`src/rtl/cbm_pkg.sv`:
```
// Package: shared constants for the cartridge bank mapper.
// Assumes a 16-bit host bus and an 8 KB window at 0x6000.
package cbm_pkg;
    localparam int unsigned HOST_AW  = 16;
    localparam int unsigned WIN_AW   = 13;
    localparam int unsigned SEL_W    = HOST_AW - WIN_AW;
    localparam logic [SEL_W-1:0] WIN_TAG = 3'b011;
endpackage

```
`src/rtl/cbm_strobe_edge.sv`:
```
// Module: detects the rising edge of the host write strobe and qualifies it
// with the window hit. Assumes wr_stb is already synchronous to clk.
module cbm_strobe_edge (
    input  logic clk,
    input  logic rst_n,
    input  logic stb,
    input  logic hit,
    output logic load
);
    logic stb_q;

    // Remember the strobe level of the previous cycle.
    always_ff @(posedge clk) begin
        if (!rst_n) stb_q <= 1'b0;
        else        stb_q <= stb;
    end

    assign load = stb & ~stb_q & hit;

    // one strobe rise yields exactly one load.
    p_single_load_r3: assert property (@(posedge clk) disable iff (!rst_n)
        load |=> !load);
endmodule

```
`src/rtl/cbm_bank_reg.sv`:
```
// Module: bank register. Loads the write-address bank field on a load pulse.
// Assumes load is a single-cycle pulse from the edge detector.
module cbm_bank_reg #(
    parameter int unsigned BANK_W = 12
) (
    input  logic              clk,
    input  logic              rst_n,
    input  logic              load,
    input  logic [BANK_W-1:0] bank_in,
    output logic [BANK_W-1:0] bank_q
);
    // Clear on reset; capture the new bank on a load pulse.
    always_ff @(posedge clk) begin
        if (!rst_n)    bank_q <= '0;
        else if (load) bank_q <= bank_in;
    end

    // reset clears the bank.
    p_reset_zero_r1: assert property (@(posedge clk)
        !rst_n |=> bank_q == '0);
    // a load captures the presented bank field.
    p_capture_r2: assert property (@(posedge clk) disable iff (!rst_n)
        load |=> bank_q == $past(bank_in));
    // without a load the bank holds.
    p_hold_r4: assert property (@(posedge clk) disable iff (!rst_n)
        !load |=> $stable(bank_q));
endmodule

```
`src/rtl/cbm_rom_drive.sv`:
```
// Module: forms the ROM address and the enables from the bank and host bus.
// Assumes ROM_AW >= 13 + BANK_W; spare upper lines are tied low.
module cbm_rom_drive
    import cbm_pkg::*;
#(
    parameter int unsigned BANK_W = 12,
    parameter int unsigned ROM_AW = 25
) (
    input  logic              hit,
    input  logic              stb,
    input  logic [BANK_W-1:0] bank,
    input  logic [WIN_AW-1:0] offset,
    output logic [ROM_AW-1:0] rom_addr,
    output logic              rom_ce_n,
    output logic              rom_oe_n
);
    localparam int unsigned PAD_W = ROM_AW - WIN_AW - BANK_W;

    // Pick the address layout depending on whether spare lines exist.
    generate
        if (PAD_W > 0) begin : g_pad
            assign rom_addr = {{PAD_W{1'b0}}, bank, offset};
        end else begin : g_full
            assign rom_addr = {bank, offset};
        end
    endgenerate

    // Enables follow the window hit; output is disabled during a write.
    always_comb begin
        rom_ce_n = ~hit;
        rom_oe_n = ~(hit & ~stb);
    end
endmodule

```
`src/rtl/cart_bank_mapper.sv`:
```
// Module: top of the cartridge bank mapper. A write in the window latches
// address bits [BANK_W:1] as the bank; reads map {bank, addr[12:0]} to ROM.
// Assumes inputs are synchronous to clk and BANK_W is within 8..12.
module cart_bank_mapper
    import cbm_pkg::*;
#(
    parameter int unsigned BANK_W = 12,
    parameter int unsigned ROM_AW = 25
) (
    input  logic              clk,
    input  logic              rst_n,
    input  logic [15:0]       host_addr,
    input  logic              wr_stb,
    input  logic              win_sel,
    output logic [ROM_AW-1:0] rom_addr,
    output logic              rom_ce_n,
    output logic              rom_oe_n
);
    localparam int unsigned MAP_W = WIN_AW + BANK_W;

    logic              hit;
    logic              load;
    logic [BANK_W-1:0] bank_q;

    // Window hit: select active and address inside the 8 KB window.
    always_comb hit = win_sel & (host_addr[HOST_AW-1:WIN_AW] == WIN_TAG);

    cbm_strobe_edge u_edge (
        .clk   (clk),
        .rst_n (rst_n),
        .stb   (wr_stb),
        .hit   (hit),
        .load  (load)
    );

    cbm_bank_reg #(.BANK_W(BANK_W)) u_bank (
        .clk     (clk),
        .rst_n   (rst_n),
        .load    (load),
        .bank_in (host_addr[BANK_W:1]),
        .bank_q  (bank_q)
    );

    cbm_rom_drive #(.BANK_W(BANK_W), .ROM_AW(ROM_AW)) u_drive (
        .hit      (hit),
        .stb      (wr_stb),
        .bank     (bank_q),
        .offset   (host_addr[WIN_AW-1:0]),
        .rom_addr (rom_addr),
        .rom_ce_n (rom_ce_n),
        .rom_oe_n (rom_oe_n)
    );

    // the bank field of the ROM address carries the latched bank.
    p_bank_field_r6: assert property (@(posedge clk) disable iff (!rst_n)
        rom_addr[WIN_AW +: BANK_W] == bank_q);
    // output enable never without chip enable.
    p_oe_needs_ce_r7: assert property (@(posedge clk) disable iff (!rst_n)
        !rom_oe_n |-> !rom_ce_n);
    // no output enable during a write strobe.
    p_no_oe_on_wr_r7: assert property (@(posedge clk) disable iff (!rst_n)
        wr_stb |-> rom_oe_n);
    // ROM idle when the window is not selected.
    p_idle_unsel_r7: assert property (@(posedge clk) disable iff (!rst_n)
        !win_sel |-> rom_ce_n);

    // spare upper ROM lines stay low.
    generate
        if (ROM_AW > MAP_W) begin : g_chk_pad
            p_upper_low_r8: assert property (@(posedge clk) disable iff (!rst_n)
                $countones(rom_addr[ROM_AW-1:MAP_W]) == 0);
        end
    endgenerate
endmodule

```
`config.mk`:
```
export PLATFORM = sky130hd
export DESIGN_NAME = cart_bank_mapper
export DESIGN_NICKNAME = d
export VERILOG_FILES = /design/src/rtl/cbm_pkg.sv /design/src/rtl/cbm_strobe_edge.sv /design/src/rtl/cbm_bank_reg.sv /design/src/rtl/cbm_rom_drive.sv /design/src/rtl/cart_bank_mapper.sv
export SDC_FILE = /design/constraint.sdc
export NUM_CORES = 1
export LEC_CHECK = 0
export ABC_CLOCK_PERIOD_IN_PS = 1200
export BUFFER_PORTS_ARGS = -buffer_cell sky130_fd_sc_hd__buf_2
export CELL_PAD_IN_SITES_DETAIL_PLACEMENT = 1
export CELL_PAD_IN_SITES_GLOBAL_PLACEMENT = 2
export CORE_UTILIZATION = 18
export DETAILED_ROUTE_END_ITERATION = 10
export HOLD_SLACK_MARGIN = 0.02
export PLACE_DENSITY = 0.7
export SLEW_MARGIN = 25
export SYNTH_ARGS = -nofsm -noshare
export SYNTH_HDL_FRONTEND = slang
export SYNTH_SLANG_ARGS = --single-unit
```
`constraint.sdc`:
```
create_clock -name clk -period 1.2 [get_ports clk]
set_clock_uncertainty 0.15 [all_clocks]
set_input_delay 0.24 -clock clk [delete_from_list [all_inputs] [get_ports clk]]
set_output_delay 0.24 -clock clk [all_outputs]
set_load 0.05 [all_outputs]
```
# Word-level counts from Yosys, hierarchy flattened
# Cells that the tools add are included.
[op_classes] bitwise=8 eq_ne=1
[op_table] operator="$and A1 B1 Y1" n=4
[op_table] operator="$not A1 Y1" n=4
[op_table] operator="$eq A3 B2 Y1 const B" n=1
[word_totals] word_cells=11 out_inout_bits=27 in_bits=20 register_bits=13

# Logic depth before layout (Yosys ltp)
[depth] ltp_word=4 depth_mapped=4 ltp_nobuf=3

# Cells and area by module
# From an unflattened synthesis, not the netlist that was laid out.
[unflattened] hier_cells=69 hier_area_um2=693.2
[modules_own_cells] mod="cbm_bank_reg" area_per_inst_um2=450.4 cells_per_inst=38 instances=1 seq_area_each_um2=240.2
[modules_own_cells] mod="cbm_rom_drive" area_per_inst_um2=197.7 cells_per_inst=27 instances=1 seq_area_each_um2=0.0
[modules_own_cells] mod="cbm_strobe_edge" area_per_inst_um2=35.0 cells_per_inst=3 instances=1 seq_area_each_um2=20.0
[modules_own_cells] mod="cart_bank_mapper" area_per_inst_um2=10.0 cells_per_inst=1 instances=1 seq_area_each_um2=0.0

# Worst setup path after synthesis
# Ideal clock, no wire load.
[synth_path] path_type="input port to flip-flop" startpoint="in host_addr[15]" endpoint="reg u_bank.bank_q[0]" setup_ns=0.072 path_slack_ns=-0.260 path_buffers=1 cell_stages=4 arrival_time_ns=1.238 cell_sequence="nand4b_4 nor3b_4 buf_8 mux2i_1"
[synth_between] elab_chain_len=3
[synth_lines] item="start: declaration" line="cart_bank_mapper.sv:12" rtl="input logic [15:0] host_addr,"
[synth_lines] item="$eq A3 B2 Y1" line="cart_bank_mapper.sv:26" rtl="always_comb hit = win_sel & (host_addr[HOST_AW-1:WIN_AW] == WIN_TAG);"
[synth_lines] item="$and A1 B1 Y1" line="cart_bank_mapper.sv:26"
[synth_lines] item="$and A1 B1 Y1" line="cbm_strobe_edge.sv:18" rtl="assign load = stb & ~stb_q & hit;"
[synth_lines] item="end signal: assignment" line="cbm_bank_reg.sv:15" rtl="else if (load) bank_q <= bank_in;"
[synth_lines] item="end: declaration" line="cbm_bank_reg.sv:10" rtl="output logic [BANK_W-1:0] bank_q"
# No other way between the ends.
# A chain may end at the register's enable or synchronous reset.

# Worst setup path after layout
[layout_path] startpoint="in host_addr[15]" endpoint="out rom_oe_n"
[layout_between] elab_chain_len=4
[layout_lines] item="$eq A3 B2 Y1" line="cart_bank_mapper.sv:26"
[layout_lines] item="$and A1 B1 Y1" line="cart_bank_mapper.sv:26"
[layout_lines] item="$and A1 B1 Y1" line="cbm_rom_drive.sv:31" rtl="rom_oe_n = ~(hit & ~stb);"
[layout_lines] item="$not A1 Y1" line="cbm_rom_drive.sv:31"
[layout_lines] item="end: declaration" line="cart_bank_mapper.sv:17" rtl="output logic rom_oe_n"
# No other way between the ends.

==> results by group <==
Clocking
  – CTS buffer count: 3
  – H-tree level count: 1
  – CTS tree: done
  – Cts hold-fix bufs: 0
  – Clk root buf: clkbuf_4
  – Clock Pin Slew Worst Setup and Hold Paths: approximately 80 ps
  – Worst-Skew Late Latency: 270 ps
  – Clk buf depth: 2
  – Clock sink count: 13

GRT
  – First-pass GRT wire length: approximately 2.6 mm
  – Gr usage total: just under 9%
  – Largest net degree at the start of global routing: 26
  – Vias in the first global route: 560
  – Total congestion overflow: 0
  – Initial antenna violation count: 0

Worst setup path
  – Req. time, crit path: ~800 ps
  – WP buf/inv: 2
  – Worst path top cell family by delay: simple AND/OR/NAND/NOR gates
  – CP Cell Sequence: buf_6 -> nand4b_4 -> or2_1 -> buf_6
  – Startpoint Class: input port
  – CP max stage delay: ~220 ps
  – Crit-path slowest cell: or2_1
  – Critical Path Sink Type: primary output
  – Critical Path AT: approximately 860 ps
  – Worst-path maximum fanout: 2
  – CP most frequent cell: buf_6
  – Kind of critical path: in -> out

STA
  – Hold Fails Final Rpt: 0
  – RSZ-0062 raised after global routing: true
  – Max Fclk: 0.801 GHz
  – Hold WS: between 60 and 70 ps
  – Setup WS post-layout: -48.6 ps
  – Fin crit period: 1250 ps
  – Pins Over Slew Limit: 0
  – Tightest Pin Transition: 407 ps
  – Endpoints failing setup: 2
  – Fin crit share: 104%
  – Fin Setup TNS: -74.6 ps
  – Max_slew headroom: between 70 and 80%

Power
  – Peak supply drop: 0.279 mV
  – Overall power: slightly above 900 uW
  – Pwr/cell area: 923 nW/um^2
  – Leakage: roughly 0.00044 uW

Synthesis
  – Syn Std Cell Area: 652 um^2
  – Sequential area share after synthesis: about two fifths
  – Seq cells post-synth: 13
  – Distinct cell type count after synthesis: 11
  – Syn Area/Cell: between 9 and 10 um^2
  – Synth Net Count: 90
  – Synth Instances: 70
  – Synth Warn #: 0

Finish
  – Non-Filler Instances: 150
  – Most frequent cells in the layout: buf_2 (29), nand2_1 (24), mux2i_1 (11), buf_6 (11), dfxtp_2 (11)
  – Share of cells above drive strength 1: between 60% and 70%
  – Area Overhead vs Synth: 52.0%
  – ANT cells: 0
  – Commonest non-fill, non-tap cell in the layout: buf_2
  – Layout Nets: ~130
  – Fillers: between 400 and 500

Placement
  – Buffers on Ports: between 40 and 50
  – Inst Count DP: 144
  – GP Congestion: around 0.64
  – Post-DP HPWL: roughly 1.2 mm

Drt
  – WL/cell: 10.6 um
  – Detailed Route WL: between 1.5 and 2 mm
  – Via count: 564
  – Via-per-instance ratio: approximately 3.8
  – Drt drc: 0
  – Drt initial violations: 14
  – Final antenna-violating net count: 0
  – Pre-antenna DRT Iters: 2

Die
  – Die height: 62.2 um
  – Chip Width: roughly 62 um
  – Die area: 3870 um^2
  – Site row count: 21
  – Core ar.: around 3400 um^2
  – Initial Util: a little under a fifth
  – IO Count: 47

Min path
  – Hold Path Class: in -> reg

Job
  – Max-Cap Viols: 0

Run status
  – Violated checks: setup timing
  – Status: finished, violations left
## power breakdown
part | internal (uW) | leakage [uW] | total [uW] | switching, uW
sequential | 437 | 0.000111 | 442 | 4.36
clock | 129 | 0.0000150 | 262 | 134
combinational | 65.8 | 0.000314 | 210 | 145
## registers in the layout (all words and copies together), names as in the netlist
signal	count
u_bank.bank_q	12
u_edge.stb_q	1
## layer usage
metal  vias to the layer above  share of wire, %  track usage, %  wire (um)
met5                         -                 0               0          0
met4                         0                 0            4.36          0
met3                         0               7.5            3.86        120
met2                        25                56            16.3        899
met1                       263                36            8.05        574
li1                        276                 -               -          -
## final cells by class
type	instances	area, um^2	area share (%)
flip-flops and latches	13	274	27.7
repair buffers	47	364	36.7
clock buffers	4	26.3	2.65
well taps	46	57.6	5.81
multi-input cells	40	269	27.1
## path summary, 6_finish.rpt
path	from	to	slack [ps]	depth (start not counted)
max	host_addr[15]	rom_oe_n	-50	4
min	host_addr[9]	u_bank.bank_q[8]$_SDFFE_PN0P_	60	3
max reg2reg	u_edge.stb_q$_SDFF_PN0_	u_bank.bank_q[11]$_SDFFE_PN0P_	0	3
min reg2reg	u_bank.bank_q[8]$_SDFFE_PN0P_	u_bank.bank_q[8]$_SDFFE_PN0P_	310	2
## tightest hold or removal path, cell delays in order
cell     delay [ps]
buf_2           100
nand2_1          50
mux2i_1          50
## repair_timing
item	CTS	global route
buffers inserted	1	1
pin swaps	1	1
setup endpoints to repair	13	24
resized for setup	32	13
## logic make-up after synthesis
kind of cell / synth area share (%)
simple gates: 22.3
buf+inv: 19.4
flops: 39.9
mux: 18.4
## synth_stat cells, drive strengths merged
cell,n,area [um^2]
mux2i,12,120
nand2,24,90.1
buf,16,123
and2,1,6.26
nand4b,1,23.8
clkbuf,1,3.75
dfxtp,13,260
nor3b,1,18.8
or2,1,6.26
## per-stage QoR
step	util [%]	instance area, um^2	worst slack, ps
after CTS	27.9	955	-70.7
final	29.0	991	-48.6
after global routing	29.0	991	-75.9
after global placement	24.1	823	-122
after floorplan	-	652	-246
after detailed placement	24.1	823	-182
Power figures use the tool's default switching activity.
